### src/rtl/cqa_pkg.sv
package cqa_pkg;

  // widest queue vector the helpers accept
  localparam int VEC_W = 32;

  // isolate the least significant set bit (highest priority request)
  function automatic logic [VEC_W-1:0] lowest_set(input logic [VEC_W-1:0] v);
    return v & (~v + 1'b1);
  endfunction

  // binary position of a one-hot vector
  function automatic logic [4:0] onehot_index(input logic [VEC_W-1:0] oh);
    logic [4:0] r;
    r = '0;
    for (int i = 0; i < VEC_W; i++) begin
      if (oh[i]) r = 5'(i);
    end
    return r;
  endfunction

  // a group stays open after a command that continues and does not end the run
  function automatic logic group_stays_open(input logic more, input logic last);
    return more & ~last;
  endfunction

endpackage

### src/rtl/cqa_arm.sv
module cqa_arm (
  input  logic clk,
  input  logic rst_n,
  input  logic trig,
  input  logic disarm,
  input  logic ovr_clr,
  output logic armed,
  output logic ovr
);

  always_ff @(posedge clk) begin
    if (!rst_n) begin
      armed <= 1'b0;
      ovr   <= 1'b0;
    end else begin
      // a trigger only arms an idle queue; on an armed queue it is an overrun
      armed <= armed ? ~disarm : trig;
      ovr   <= (ovr & ~ovr_clr) | (armed & trig);
    end
  end

endmodule

### src/rtl/cqa_pick.sv
module cqa_pick
  import cqa_pkg::*;
#(
  parameter int NQ = 6,
  parameter int CW = 16,
  parameter int QW = 3
) (
  input  logic [NQ-1:0]    elig,
  input  logic [NQ*CW-1:0] cmd_flat,
  output logic [NQ-1:0]    win_oh,
  output logic [QW-1:0]    win_idx,
  output logic [CW-1:0]    win_cmd,
  output logic             any
);

  logic [VEC_W-1:0] oh_wide;

  always_comb begin
    oh_wide = lowest_set(VEC_W'(elig));
    win_oh  = oh_wide[NQ-1:0];
    win_idx = QW'(onehot_index(oh_wide));
    any     = |elig;
    win_cmd = '0;
    for (int i = 0; i < NQ; i++) begin
      if (win_oh[i]) win_cmd = win_cmd | cmd_flat[i*CW +: CW];
    end
  end

endmodule

### src/rtl/cqa_coh.sv
module cqa_coh
  import cqa_pkg::*;
#(
  parameter int NQ = 6,
  parameter int QW = 3
) (
  input  logic          clk,
  input  logic          rst_n,
  input  logic          fire,
  input  logic [QW-1:0] win_idx,
  input  logic          cmd_more,
  input  logic          cmd_last,
  input  logic [NQ-1:0] coh_clr,
  output logic [NQ-1:0] coh_err,
  output logic          grp_open,
  output logic [QW-1:0] grp_owner,
  output logic          split_hit
);

  logic [NQ-1:0] set_v;

  always_comb begin
    split_hit = fire & grp_open & (win_idx != grp_owner);
    set_v     = split_hit ? (NQ'(1) << grp_owner) : '0;
  end

  always_ff @(posedge clk) begin
    if (!rst_n) begin
      grp_open  <= 1'b0;
      grp_owner <= '0;
      coh_err   <= '0;
    end else begin
      if (fire) begin
        grp_open  <= group_stays_open(cmd_more, cmd_last);
        grp_owner <= win_idx;
      end
      coh_err <= (coh_err & ~coh_clr) | set_v;
    end
  end

endmodule

### src/rtl/cmdq_prio_arb.sv
module cmdq_prio_arb #(
  parameter  int NQ = 6,
  parameter  int CW = 16,
  localparam int QW = (NQ > 1) ? $clog2(NQ) : 1
) (
  input  logic             clk,
  input  logic             rst_n,
  input  logic [NQ-1:0]    q_sw_trig,
  input  logic [NQ-1:0]    q_hw_trig,
  input  logic [NQ-1:0]    q_nempty,
  input  logic [NQ*CW-1:0] q_cmd,
  output logic [NQ-1:0]    q_pop,
  output logic             out_valid,
  input  logic             out_ready,
  output logic [CW-1:0]    out_cmd,
  output logic [QW-1:0]    out_qid,
  output logic [NQ-1:0]    armed,
  input  logic [NQ-1:0]    coh_clr,
  input  logic [NQ-1:0]    ovr_clr,
  input  logic [NQ-1:0]    irq_en,
  output logic [NQ-1:0]    coh_err,
  output logic [NQ-1:0]    ovr_err,
  output logic             irq
);

  localparam int LAST_BIT = CW - 1;
  localparam int MORE_BIT = CW - 2;

  // named internal events, also observed by the bound checker
  logic [NQ-1:0] trig_any;
  logic [NQ-1:0] elig;
  logic [NQ-1:0] win_oh;
  logic [NQ-1:0] disarm;
  logic          fire;
  logic          grp_open;
  logic [QW-1:0] grp_owner;
  logic          split_hit;

  assign trig_any = q_sw_trig | q_hw_trig;
  assign elig     = armed & q_nempty;

  for (genvar g = 0; g < NQ; g++) begin : g_arm
    cqa_arm u_arm (
      .clk     (clk),
      .rst_n   (rst_n),
      .trig    (trig_any[g]),
      .disarm  (disarm[g]),
      .ovr_clr (ovr_clr[g]),
      .armed   (armed[g]),
      .ovr     (ovr_err[g])
    );
  end

  cqa_pick #(.NQ(NQ), .CW(CW), .QW(QW)) u_pick (
    .elig     (elig),
    .cmd_flat (q_cmd),
    .win_oh   (win_oh),
    .win_idx  (out_qid),
    .win_cmd  (out_cmd),
    .any      (out_valid)
  );

  assign fire   = out_valid & out_ready;
  assign q_pop  = fire ? win_oh : '0;
  assign disarm = out_cmd[LAST_BIT] ? q_pop : '0;

  cqa_coh #(.NQ(NQ), .QW(QW)) u_coh (
    .clk       (clk),
    .rst_n     (rst_n),
    .fire      (fire),
    .win_idx   (out_qid),
    .cmd_more  (out_cmd[MORE_BIT]),
    .cmd_last  (out_cmd[LAST_BIT]),
    .coh_clr   (coh_clr),
    .coh_err   (coh_err),
    .grp_open  (grp_open),
    .grp_owner (grp_owner),
    .split_hit (split_hit)
  );

  assign irq = |(coh_err & irq_en);

endmodule

### config.mk
export PLATFORM = sky130hd
export DESIGN_NAME = cmdq_prio_arb
export DESIGN_NICKNAME = d
export VERILOG_FILES = /design/src/rtl/cqa_pkg.sv /design/src/rtl/cqa_arm.sv /design/src/rtl/cqa_pick.sv /design/src/rtl/cqa_coh.sv /design/src/rtl/cmdq_prio_arb.sv
export SDC_FILE = /design/constraint.sdc
export NUM_CORES = 1
export LEC_CHECK = 0
export ABC_AREA = 0
export BUFFER_PORTS_ARGS = -buffer_cell sky130_fd_sc_hd__buf_2
export CAP_MARGIN = 20
export CORE_ASPECT_RATIO = 1.2
export CORE_MARGIN = 2
export CORE_UTILIZATION = 33
export CTS_CLUSTER_DIAMETER = 40
export CTS_CLUSTER_SIZE = 24
export DETAILED_ROUTE_END_ITERATION = 8
export GPL_ROUTABILITY_DRIVEN = 0
export HOLD_SLACK_MARGIN = 0.08
export PLACE_DENSITY = 0.83
export SLEW_MARGIN = 5
export SYNTH_ARGS = -nofsm -noshare
export SYNTH_HDL_FRONTEND = slang
export SYNTH_SLANG_ARGS = --single-unit
### constraint.sdc
create_clock -name clk -period 1.76 [get_ports clk]
set_input_delay 0.352 -clock clk [delete_from_list [all_inputs] [get_ports clk]]
set_output_delay 0.352 -clock clk [all_outputs]
set_load 0.02 [all_outputs]
# Word level (Yosys, flattened, before mapping)
# Cells that the tools add are included.
[word_totals]
regBits = 22
input_bits = 135
output_inout_bits = 45
word_cells = 114
[classes]
add_sub_neg = 1
eq_ne = 1
shift = 1
n_mux = 46
bitwise = 48
n_reduce_logical = 2
[op_table]
columns = ["operator", "n"]
rows = [
  ["2-to-1 mux 16 bit", 6],
  ["2-to-1 mux 3 bit", 29],
  ["bitwise OR 16 bit", 5],
  ["adder 32 x 1 -> 32 bit, second input constant", 1],
  ["AND 6 x 32 -> 32 bit", 1],
  ["NOT 6 -> 32 bit", 1],
  ["AND 6 bit", 3],
  ["2-to-1 mux 6 bit", 3],
  ["AND 1 bit", 16],
  ["NOT 1 bit", 13],
  ["bitwise OR 6 bit", 2],
  ["OR reduction 6 bit", 2],
  ["2-to-1 mux 1 bit", 7],
  ["NOT 6 bit", 1],
  ["bitwise OR 1 bit", 6],
  ["left shift 1 x 3 -> 6 bit, first input constant", 1],
  ["inequality test 3 bit", 1],
  ["2-to-1 mux 2 bit", 1],
]

# Logic depth before layout (Yosys ltp)
# Gate-level depths: netlist (run 1).
[logic_depth]
depth_word = 39
mapped_depth = 7
ltp_nobuf = 5

# Cells and area by module
# Synthesis (run 1) repeated with hierarchy kept, for this count alone.
[unflattened]
hier_cells = 250
area_unflattened_um2 = 2058.2
[by_module_without_submodules]
columns = ["mod", "instances", "cells_each", "area_per_inst_um2", "seq_area_each_um2"]
rows = [
  ["cqa_pick", 1, 124, 893.4, 0.0],
  ["cqa_arm", 6, 8, 83.8, 40.0],
  ["cqa_coh", 1, 48, 456.7, 200.2],
  ["cmdq_prio_arb", 1, 30, 205.2, 0.0],
]

# Worst setup path before layout (run 1)
# No wires, ideal clock.
[synth_timing]
path_kind = "register to output"
start = "register g_arm[3].u_arm.armed"
end = "output q_pop[2]"
t_arrival_ps = 1652
required_time_ps = 1408
path_slack_ps = -244
stages_incl_launch_ff = 5
n_path_buf = 0
path_cell_list = "dfxtp_1 -> a22o_1 -> or3_1 -> nand2_1 -> nor3_1"
[synth_between]
elab_chain_cells = 4
[synth_rtl]
columns = ["item", "line", "source"]
rows = [
  ["start: declaration", "cqa_arm.sv:7", "output logic armed,"],
  ["start signal: assignment", "cqa_arm.sv:17", "armed <= armed ? ~disarm : trig;"],
  ["AND 6 bit", "cmdq_prio_arb.sv:40", "assign elig = armed & q_nempty;"],
  ["OR reduction 6 bit", "cqa_pick.sv:22", "any = |elig;"],
  ["via out_valid", "cmdq_prio_arb.sv:13", "output logic out_valid,"],
  ["AND 1 bit", "cmdq_prio_arb.sv:63", "assign fire = out_valid & out_ready;"],
  ["2-to-1 mux 6 bit", "cmdq_prio_arb.sv:64", "assign q_pop = fire ? win_oh : '0;"],
  ["end: declaration", "cmdq_prio_arb.sv:12", "output logic [NQ-1:0] q_pop,"],
]
# The timed path passes the listed nets, and every way through them passes these cells.

# Final worst setup path (run 1)
[layout_timing]
start = "register g_arm[0].u_arm.armed"
end = "output out_cmd[1]"
[layout_between]
elab_chain_cells = 15
[layout_rtl]
columns = ["item", "line", "source"]
rows = [
  ["start: declaration", "cqa_arm.sv:7", ""],
  ["start signal: assignment", "cqa_arm.sv:17", ""],
  ["AND 6 bit (*)", "cmdq_prio_arb.sv:40", ""],
  ["NOT 6 -> 32 bit", "cqa_pkg.sv:8", "return v & (~v + 1'b1);"],
  ["adder 32 x 1 -> 32 bit", "cqa_pkg.sv:8", ""],
  ["AND 6 x 32 -> 32 bit (*)", "cqa_pkg.sv:8", ""],
  ["2-to-1 mux 16 bit", "cqa_pick.sv:25", "if (win_oh[i]) win_cmd = win_cmd | cmd_flat[i*CW +: CW];"],
  ["bitwise OR 16 bit", "cqa_pick.sv:25", ""],
  ["2-to-1 mux 16 bit", "cqa_pick.sv:25", ""],
  ["bitwise OR 16 bit", "cqa_pick.sv:25", ""],
  ["2-to-1 mux 16 bit", "cqa_pick.sv:25", ""],
  ["bitwise OR 16 bit", "cqa_pick.sv:25", ""],
  ["2-to-1 mux 16 bit", "cqa_pick.sv:25", ""],
  ["bitwise OR 16 bit", "cqa_pick.sv:25", ""],
  ["2-to-1 mux 16 bit", "cqa_pick.sv:25", ""],
  ["bitwise OR 16 bit", "cqa_pick.sv:25", ""],
  ["2-to-1 mux 16 bit (*)", "cqa_pick.sv:25", ""],
  ["end: declaration", "cmdq_prio_arb.sv:15", "output logic [CW-1:0] out_cmd,"],
]
# Every way passes the cells marked *; elsewhere a longest branch is shown, timed or not.

==> flow_summary.ini, run 1 <==
[setup_path]
cp-start-kind = flip-flop
r2r_end = u_coh.coh_err[5]
slowest_delay_ns = 0.35
crit_required_ns = 1.41
regToRegSetupSlack_ns = -0.11
crit_top_cell = buf_6
path_delay_family = simple AND/OR/NAND/NOR gates
path_cells = a22o_4 > nor4b_4 > buf_6 > a22oi_1 > nand3_2 > buf_6
crit_arrival_ns = 1.73
cp-startpoint = g_arm[0].u_arm.armed
cp_max_fo = 9
crit_type = reg -> out
r2r_cells = 7
r2r_start = g_arm[0].u_arm.armed
cp-end-kind = primary output
cp_slowest_cell = dfxtp_2
path_buf_inv = 2

[power_and_ir_drop]
swShare = 0.3365
p_comb_frac = 0.491
p_int_mw = 1.337
p_sw_mw = 0.6780
power_mw = 2.015
peakVddDrop_mv = 0.3269
powerDensity_nw_per_um2 = 570.2
p_seq_frac = 0.275
p_leak_nw = 1.760
clock_power_share = 0.234

[timing]
hold_ws_ns = 0.3509
setup_viol = 33
setup_slack_ns = -0.3213
finClkSkew_ns = 0.004831
min_period_over_period = 1.183
rsz0062_at_grt = true
period_needed_ns = 2.081
maxSlewHeadroom = 0.7186
final_max_slew_viol_count = 0
max_freq_ghz = 0.4805
finalHoldViolations = 0
setup-tns-final_ns = -6.840
worstMarginPinSlew_ns = 0.4196

[route]
viasPerCell = 5.505
ant_nets = 0
drt_iter0_drc = 161
first_pass_iters = 8
post_drt_wl_per_cell_um = 17.39
wl_um = 8680
drc = 0
num_vias = 2747

[synthesis]
ys_ff_latch = 22
synth_top_area_cell = dfxtp_1
yosys_warnings = 0
synth-async-reset-ratio = 0
synth_flop_cell = dfxtp_1
synth_fp_nets = 360
synthCells = 225
synth_seq_area_share = 0.2458
synth_cell_types = 43
avgSynthCellArea_um2 = 7.963
synth_area_leaders = dfxtp_1, a222oi_1, a22oi_1
synth_edf_count = 0
synthesis.area_um2 = 1792
synth.top_cell.area_share = 0.2458

[final_layout]
layout.nets = 573
fin_util = 0.6716
synthToLayoutAreaGrowth_pct = 97.21
drive_gt1_frac = 0.6773
fill_cells = 404
diodes = 0

[global_route]
antenna_found_initial = 0
grt_usage = 0.2681
grt_pass1_vias = 2771
grt-ovfl-total = 0
grt_start_max_net_pins = 25
grt_pass1_wl_um = 12840

[placed_design]
dpl.hpwl_um = 6720
portBuffers = 179
place_ws_ns = -0.2390

[min_path]
holdPathEnd = g_arm[5].u_arm.ovr
hold_path.class = in -> reg
hp-start = ovr_clr[5]
whs_path_depth = 3

[cts]
cts.path.max_buffers = 2
h-tree-depth = 1
clk_pin_slew_ns = 0.08
cts_sinks = 22
cts_tree = built
numCtsBuffers = 3
root_buffer = clkbuf_8
cts_hold_buf = 0
clk_latency_ns = 0.26

[floorplanning]
initial_core_util = 0.3405
fp.dieH_um = 84.72
std_cell_rows = 29
core_area_um2 = 5261
dieWidth_um = 71.27
die_area_um2 = 6037
io-pin-count = 180

[run_status]
violations = negative setup slack
status = finished with violations

[flow_run]
maxCapViolCount = 0
stage by stage:
step / instances / area (um^2)
final: 499 / 3533
after global routing: 499 / 3533
after CTS: 497 / 3453
after detailed placement: 487 / 3118
after global placement: 487 / 3118
after floorplan: 225 / 1944
power by group through the flow:
stage	Sequential [mW]	Combinational [mW]	Clock [mW]
final	0.554	0.989	0.471
after global placement	0.561	0.807	0
after CTS	0.552	0.951	0.481
after global routing	0.557	1.05	0.502
after floorplan	0.558	0.448	0
after detailed placement	0.562	0.823	0
state kept, by name, indices dropped and copies added, names as in the netlist:
name	cells
g_arm.u_arm.armed	6
u_coh.grp_open	1
g_arm.u_arm.ovr	6
u_coh.coh_err	6
u_coh.grp_owner	3
cells in the final DEF (no fill, tap or decap), drive strengths merged, types with 2 or more instances in the layout:
| cell | netlist | layout |
|---|---|---|
| buf | 20 | 233 |
| nand2 | 27 | 27 |
| nand3 | 24 | 24 |
| dfxtp | 22 | 22 |
| a22oi | 18 | 18 |
| a222oi | 14 | 14 |
| o31ai | 11 | 11 |
| o21ai | 9 | 9 |
| a21boi | 9 | 9 |
| a21oi | 8 | 8 |
| nand3b | 7 | 7 |
| and2 | 7 | 7 |
| nand2b | 6 | 6 |
| nor2 | 5 | 5 |
| nor3 | 4 | 4 |
| inv | 3 | 3 |
| clkbuf | 5 | 3 |
| a22o | 3 | 3 |
| and3 | 2 | 2 |
| or3 | 2 | 2 |
| nor3b | 2 | 2 |
| a32oi | 2 | 2 |
| o22ai | 2 | 2 |
| nor4b | 2 | 2 |
cells by family (layout without fill, tap and decap cells):
| family | count (synthesis) | count (layout) | synth area share |
|---|---|---|---|
| AND/OR/NAND/NOR | 91 | 91 | 0.2821 |
| multiplexers | 1 | 1 | 0.005587 |
| buffers and inverters | 28 | 240 | 0.1020 |
| flip-flops | 22 | 22 | 0.2458 |
| AO/OA/AOI/OAI | 83 | 83 | 0.3645 |
Yosys cell counts (2+ instances only):
cell / number
nand2_1: 27
nand3_1: 24
dfxtp_1: 22
a22oi_1: 18
buf_4: 16
a222oi_1: 14
o31ai_1: 11
o21ai_0: 9
a21boi_0: 8
a21oi_1: 8
and2_1: 7
nand3b_1: 7
nand2b_1: 6
clkbuf_1: 5
nor2_1: 4
inv_1: 3
nor3_1: 3
a22o_1: 2
a32oi_1: 2
and3_1: 2
buf_2: 2
buf_6: 2
o22ai_1: 2
or3_1: 2
worst reg2reg max path: cells and delay by family, from the launching register on:
family / cells / cell delay [ns]
AOI/OAI and AO/OA: 2 / 0.40
buffers and inverters: 2 / 0.27
DFF: 1 / 0.35
muxes: 1 / 0.17
and+or+nand+nor: 2 / 0.56
worst max path at each step:
| stage | endpoint | slack [ns] | depth (start not counted) |
|---|---|---|---|
| floorplan | out_cmd[7] | -0.16 | 6 |
| global placement | out_cmd[3] | -0.21 | 7 |
| detailed placement | out_cmd[1] | -0.24 | 7 |
| CTS | out_cmd[2] | -0.33 | 6 |
| global route | out_cmd[2] | -0.39 | 6 |
| finish | out_cmd[1] | -0.32 | 6 |
repair_timing:
item                       in CTS  in global routing
setup endpoints to repair      34                 40
pin swaps                      16                  5
gates cloned                    0                  0
gates resized for setup        71                 16
buffers inserted                6                  2
per-layer routing:
layer,part of all wire,wire [um],vias up,GRT usage
met5,0,0,-,0
met4,0.024,212,0,0.08062
met3,0.073,634,21,0.05642
met2,0.55,4737,149,0.5253
met1,0.36,3096,1281,0.2764
li1,-,-,1296,-
cell type report:
class / instances / area, um^2 / area share
Clock inverter: 1 / 30.03 / 0.008499
Timing Repair Buffer: 233 / 1498 / 0.4239
Multi-Input combinational cell: 175 / 1424 / 0.4030
Inverter: 3 / 11.26 / 0.003187
Tap cell: 62 / 77.57 / 0.02195
Clock buffer: 3 / 41.29 / 0.01169
Sequential cell: 22 / 451.7 / 0.1278
Note: power is estimated with default switching activity, not from simulation.
==> run 2: changes to the inputs <==
Clock period 1.76 ns to 1.81 ns, I/O delays scaled along.
==> run 2 against run 1 <==
Against the previous run:
- the flow still finishes with violations (negative setup slack)
- critical path depth rose by 2
- final cell count up 0.20%
- die area is the same
- worst hold slack lost 0.0056 ns
- via count grew 5.2%
- count of clock-buffer cells in the layout stayed put
- largest cell class unchanged
- clock skew down 0.0012 ns
- worst setup slack got worse by 0.052 ns
- power is 2.3% higher
- global-route usage is 0.87 points higher
- wire length grew 7.6%
- first-iteration DRC count increased by 37%
==> flow_summary.ini, run 2 (synthesized netlist as in run 1, its figures left out) <==
[final_layout]
diodes = 0
layout_commonest_cell = buf_2
synthToLayoutAreaGrowth_pct = 107.8
fill_cells = 385
seq_area_um2 = 455.4
final_cell_mix = buf_2, buf_4, buf_6
layout.nets = 574
reg_top3 = g_arm.u_arm.armed (6), g_arm.u_arm.ovr (6), u_coh.coh_err (6)
fin_cells = 500
drive_gt1_frac = 0.7146
multiInputGateArea_um2 = 1513

[cts]
cts_sinks = 22
numCtsBuffers = 3
cts_hold_buf = 0
clk_pin_slew_ns = 0.09
cts_tree = built
clk_latency_ns = 0.27
root_buffer = clkbuf_8
h-tree-depth = 1
cts.path.max_buffers = 2

[power_and_ir_drop]
powerDensity_nw_per_um2 = 554.0
power_mw = 2.062
p_leak_nw = 1.807
peakVddDrop_mv = 0.2553

[floorplanning]
die_area_um2 = 6037
core_area_um2 = 5261
fp.dieH_um = 84.72
io-pin-count = 180
dieWidth_um = 71.27
initial_core_util = 0.3405
std_cell_rows = 29

[timing]
worstMarginPinSlew_ns = 0.4494
finClkSkew_ns = 0.003633
period_needed_ns = 2.183
finalHoldViolations = 0
max_freq_ghz = 0.4580
final_max_slew_viol_count = 0
setup_viol = 29
setup-tns-final_ns = -7.966
rsz0062_at_grt = true
maxSlewHeadroom = 0.7004
setup_slack_ns = -0.3732
min_period_over_period = 1.206

[min_path]
hold_path.class = in -> reg

[setup_path]
path_cells = buf_4 > a22oi_2 > nand3_4 > nor2_4 > clkbuf_16 > a22oi_2 > nand3_2 > buf_6
cp-start-kind = flip-flop
cp_max_fo = 8
crit_top_cell = a22oi_2
crit_required_ns = 1.45
cp_slowest_cell = dfxtp_4
slowest_delay_ns = 0.37
cp-end-kind = primary output
crit_arrival_ns = 1.82
crit_type = reg -> out

[global_route]
grt_pass1_wl_um = 13360
grt_usage = 0.2768
grt-ovfl-total = 0
grt_start_max_net_pins = 25
grt_pass1_vias = 2902
antenna_found_initial = 0

[placed_design]
place_inst = 480
dpl.hpwl_um = 6541
portBuffers = 179

[route]
ant_nets = 0
viasPerCell = 5.782
first_pass_iters = 6
post_drt_wl_per_cell_um = 18.69
drc = 0
num_vias = 2891
drt_iter0_drc = 221
wl_um = 9344

[run_status]
status = finished with violations
violations = negative setup slack

[flow_run]
maxCapViolCount = 0
[run 2: area by class of cell]
| type | instances | share of cell area |
|---|---|---|
| clock inverter | 1 | 0.008067 |
| clock buffer | 3 | 0.01109 |
| multi-input combinational | 175 | 0.4064 |
| sequential | 22 | 0.1224 |
| inverter | 3 | 0.003025 |
| tap | 62 | 0.02084 |
| timing repair buffer | 234 | 0.4282 |
[run 2: report_power, final]
| part | internal (mW) | switching, mW | leakage [nW] | total, mW |
|---|---|---|---|---|
| clock network | 0.296 | 0.183 | 0.0357 | 0.479 |
| registers | 0.510 | 0.0280 | 0.183 | 0.538 |
| logic | 0.534 | 0.511 | 1.59 | 1.04 |
[run 2: worst paths after layout]
kind / start / endpoint / slack, ns / cells past startpoint
setup / recovery: g_arm[0].u_arm.armed / out_cmd[11] / -0.37 / 8
setup reg to reg: g_arm[0].u_arm.armed / g_arm[2].u_arm.armed / -0.10 / 9
hold / removal: ovr_clr[3] / g_arm[3].u_arm.ovr / 0.35 / 3
hold reg to reg: u_coh.grp_open / u_coh.grp_open / 0.48 / 2
[run 2: layer usage]
metal,vias to the layer above,share of wire,track usage
met1,1362,0.35,0.2886
met5,-,0,0
met4,0,0.032,0.08919
met2,196,0.54,0.5455
met3,31,0.074,0.04442
li1,1302,-,-
[run 2: metrics by stage]
| step | cell area, um^2 | hold WS (ns) | util | setup slack (ns) |
|---|---|---|---|---|
| CTS | 3476 | 0.3534 | 0.6606 | -0.3447 |
| global route | 3722 | 0.3638 | 0.7075 | -0.4281 |
| finish | 3722 | 0.3453 | 0.7075 | -0.3732 |
| global placement | 3075 | 0.4623 | 0.5845 | -0.2286 |
| floorplan | 1929 | 0.4437 | - | -0.1231 |
| detailed placement | 3075 | 0.4698 | 0.5845 | -0.2498 |
[run 2: what timing repair did]
item	4_1_cts	5_1_grt
pin swaps	30	29
setup endpoints to repair	33	36
gates cloned	1	1
resized for setup	78	45
buffers inserted	6	11
[run 2: critical path, delay by kind of cell, from the launching register on]
| family | cells | cell delay (ns) |
|---|---|---|
| AOI/OAI and AO/OA | 2 | 0.29 |
| buffers and inverters | 3 | 0.47 |
| DFF | 1 | 0.37 |
| and+or+nand+nor | 3 | 0.42 |
==> run 3: changes to the inputs <==
Settings changed: SETUP_SLACK_MARGIN set to 0.2.
==> run 3 against run 2 <==
Against the previous run:
- the flow still finishes with violations (negative setup slack)
- die area unchanged
- combinational power is essentially flat
- wire length decreased by 7.3%
- worst hold slack gained 0.015 ns
- register-to-register slack got worse by 0.02 ns
- power is 2.0% lower
- cell area decreased by 1.2%
- non-clock buffer count increased by 2
- flip-flop and latch count unchanged
- core utilization shrank 0.88 points
- critical path depth shrank 2
- first-iteration DRC count down 14%
- largest cell class unchanged
- highest routed layer unchanged
==> flow_summary.ini, run 3 (synthesized netlist as in run 1, its figures left out) <==
[run_status]
status = finished with violations
violations = negative setup slack

[timing]
worstMarginPinSlew_ns = 0.4565
rsz0062_at_grt = true
finalHoldViolations = 0
maxSlewHeadroom = 0.6957
setup_viol = 31
finClkSkew_ns = 0.003060
period_needed_ns = 2.165
final_max_slew_viol_count = 0
max_freq_ghz = 0.4619
setup_slack_ns = -0.3547
min_period_over_period = 1.196

[setup_path]
cp_max_fo = 7
crit_type = reg -> out
crit_required_ns = 1.45
cp-start-kind = flip-flop
cp-end-kind = primary output
crit_arrival_ns = 1.80

[power_and_ir_drop]
powerDensity_nw_per_um2 = 549.4
peakVddDrop_mv = 0.3330
p_int_mw = 1.333
p_leak_nw = 1.779
p_sw_mw = 0.6866
p_comb_frac = 0.506
clock_power_share = 0.229
p_seq_frac = 0.265
swShare = 0.3400

[cts]
root_buffer = clkbuf_8
cts_tree = built
cts.path.max_buffers = 2
cts_sinks = 22
clk_latency_ns = 0.26
clk_pin_slew_ns = 0.08
cts_hold_buf = 0
numCtsBuffers = 3
h-tree-depth = 1

[floorplanning]
dieWidth_um = 71.27
fp.dieH_um = 84.72
core_area_um2 = 5261
io-pin-count = 180
std_cell_rows = 29
die_area_um2 = 6037
initial_core_util = 0.3405

[route]
drt_iter0_drc = 191
post_drt_wl_per_cell_um = 17.22
ant_nets = 0
m1WireLength_um = 3129
first_pass_iters = 5
viasPerCell = 5.471
wl_met2_um = 4984
drc = 0
num_vias = 2752
wl_met3_um = 471
top_layer_used = met4
wl_um = 8661

[global_route]
grt_pass1_wl_um = 13100
grt-ovfl-total = 0
grt_pass1_vias = 2858
grt_usage = 0.2694
grt_start_max_net_pins = 25
antenna_found_initial = 0

[placed_design]
dpl.hpwl_um = 6685
portBuffers = 179
place_inst = 488
place_ws_ns = -0.2605

[final_layout]
drive_gt1_frac = 0.7143
synthToLayoutAreaGrowth_pct = 105.2
final_cell_mix = buf_2, buf_4, buf_6
diodes = 0
layout_commonest_cell = buf_2
fin_cells = 503
reg_top3 = g_arm.u_arm.armed (6), g_arm.u_arm.ovr (6), u_coh.coh_err (6)
layout.nets = 577

[flow_run]
maxCapViolCount = 0

[min_path]
hold_path.class = in -> reg
[run 3: changes by cell type in the layout (fill, tap and decap cells not counted), sizes merged]
cell and delta:
nor2 +1, buf +3, clkbuf -1
[run 3: timing repair]
action | 4_1_cts | 5_1_grt
gates cloned | 1 | 1
setup buffers | 5 | 4
endpoints found under the setup margin | 41 | 41
gates resized for setup | 63 | 39
pin swaps | 15 | 24
[run 3: power by group through the flow]
| stage | Sequential [mW] | Combinational [mW] | Clock [mW] |
|---|---|---|---|
| after detailed placement | 0.545 | 0.818 | 0 |
| final | 0.535 | 1.02 | 0.462 |
| after global routing | 0.539 | 1.08 | 0.487 |
| after CTS | 0.535 | 0.931 | 0.465 |
| after global placement | 0.543 | 0.802 | 0 |
| after floorplan | 0.542 | 0.442 | 0 |
[run 3: final timing paths]
| check | startpoint | to | slack [ns] | depth (start not counted) |
|---|---|---|---|---|
| setup reg to reg | g_arm[0].u_arm.armed | g_arm[2].u_arm.armed | -0.12 | 7 |
| setup / recovery | g_arm[0].u_arm.armed | out_cmd[2] | -0.35 | 6 |
| hold / removal | ovr_clr[4] | g_arm[4].u_arm.ovr | 0.36 | 3 |
| hold reg to reg | u_coh.grp_open | u_coh.grp_open | 0.48 | 2 |
[run 3: final cells by class]
type	count	area [um^2]
repair buffers	236	1558
fillers	398	1585
clock buffers	3	41.29
flip-flops and latches	22	452.9
clock inverters	1	30.03
well taps	62	77.57
inverters	3	11.26
multi-input cells	176	1505
[run 3: metrics by stage]
stage	TNS [ns]	power [mW]	hold WS, ns	area [um^2]	util
after global placement	-4.625	1.346	0.4556	3158	0.6002
after detailed placement	-6.362	1.363	0.4626	3158	0.6002
after floorplan	-1.323	0.9848	0.4437	1971	-
after global routing	-8.898	2.111	0.3613	3676	0.6987
final	-7.024	2.020	0.3602	3676	0.6987
after CTS	-6.574	1.931	0.3574	3482	0.6618
[run 3: layer usage]
metal	track usage	vias up
li1	-	1311
met5	0	-
met1	0.2774	1292
met4	0.07204	0
met3	0.04682	10
met2	0.5396	139
[run 3: worst max-delay path, stage by stage (launching register included)]
cell and delay [ns]:
dfxtp_4 0.37, a22o_4 0.28, nor4b_4 0.37, buf_6 0.20, a22oi_1 0.11, nand3_2 0.09, buf_6 0.12
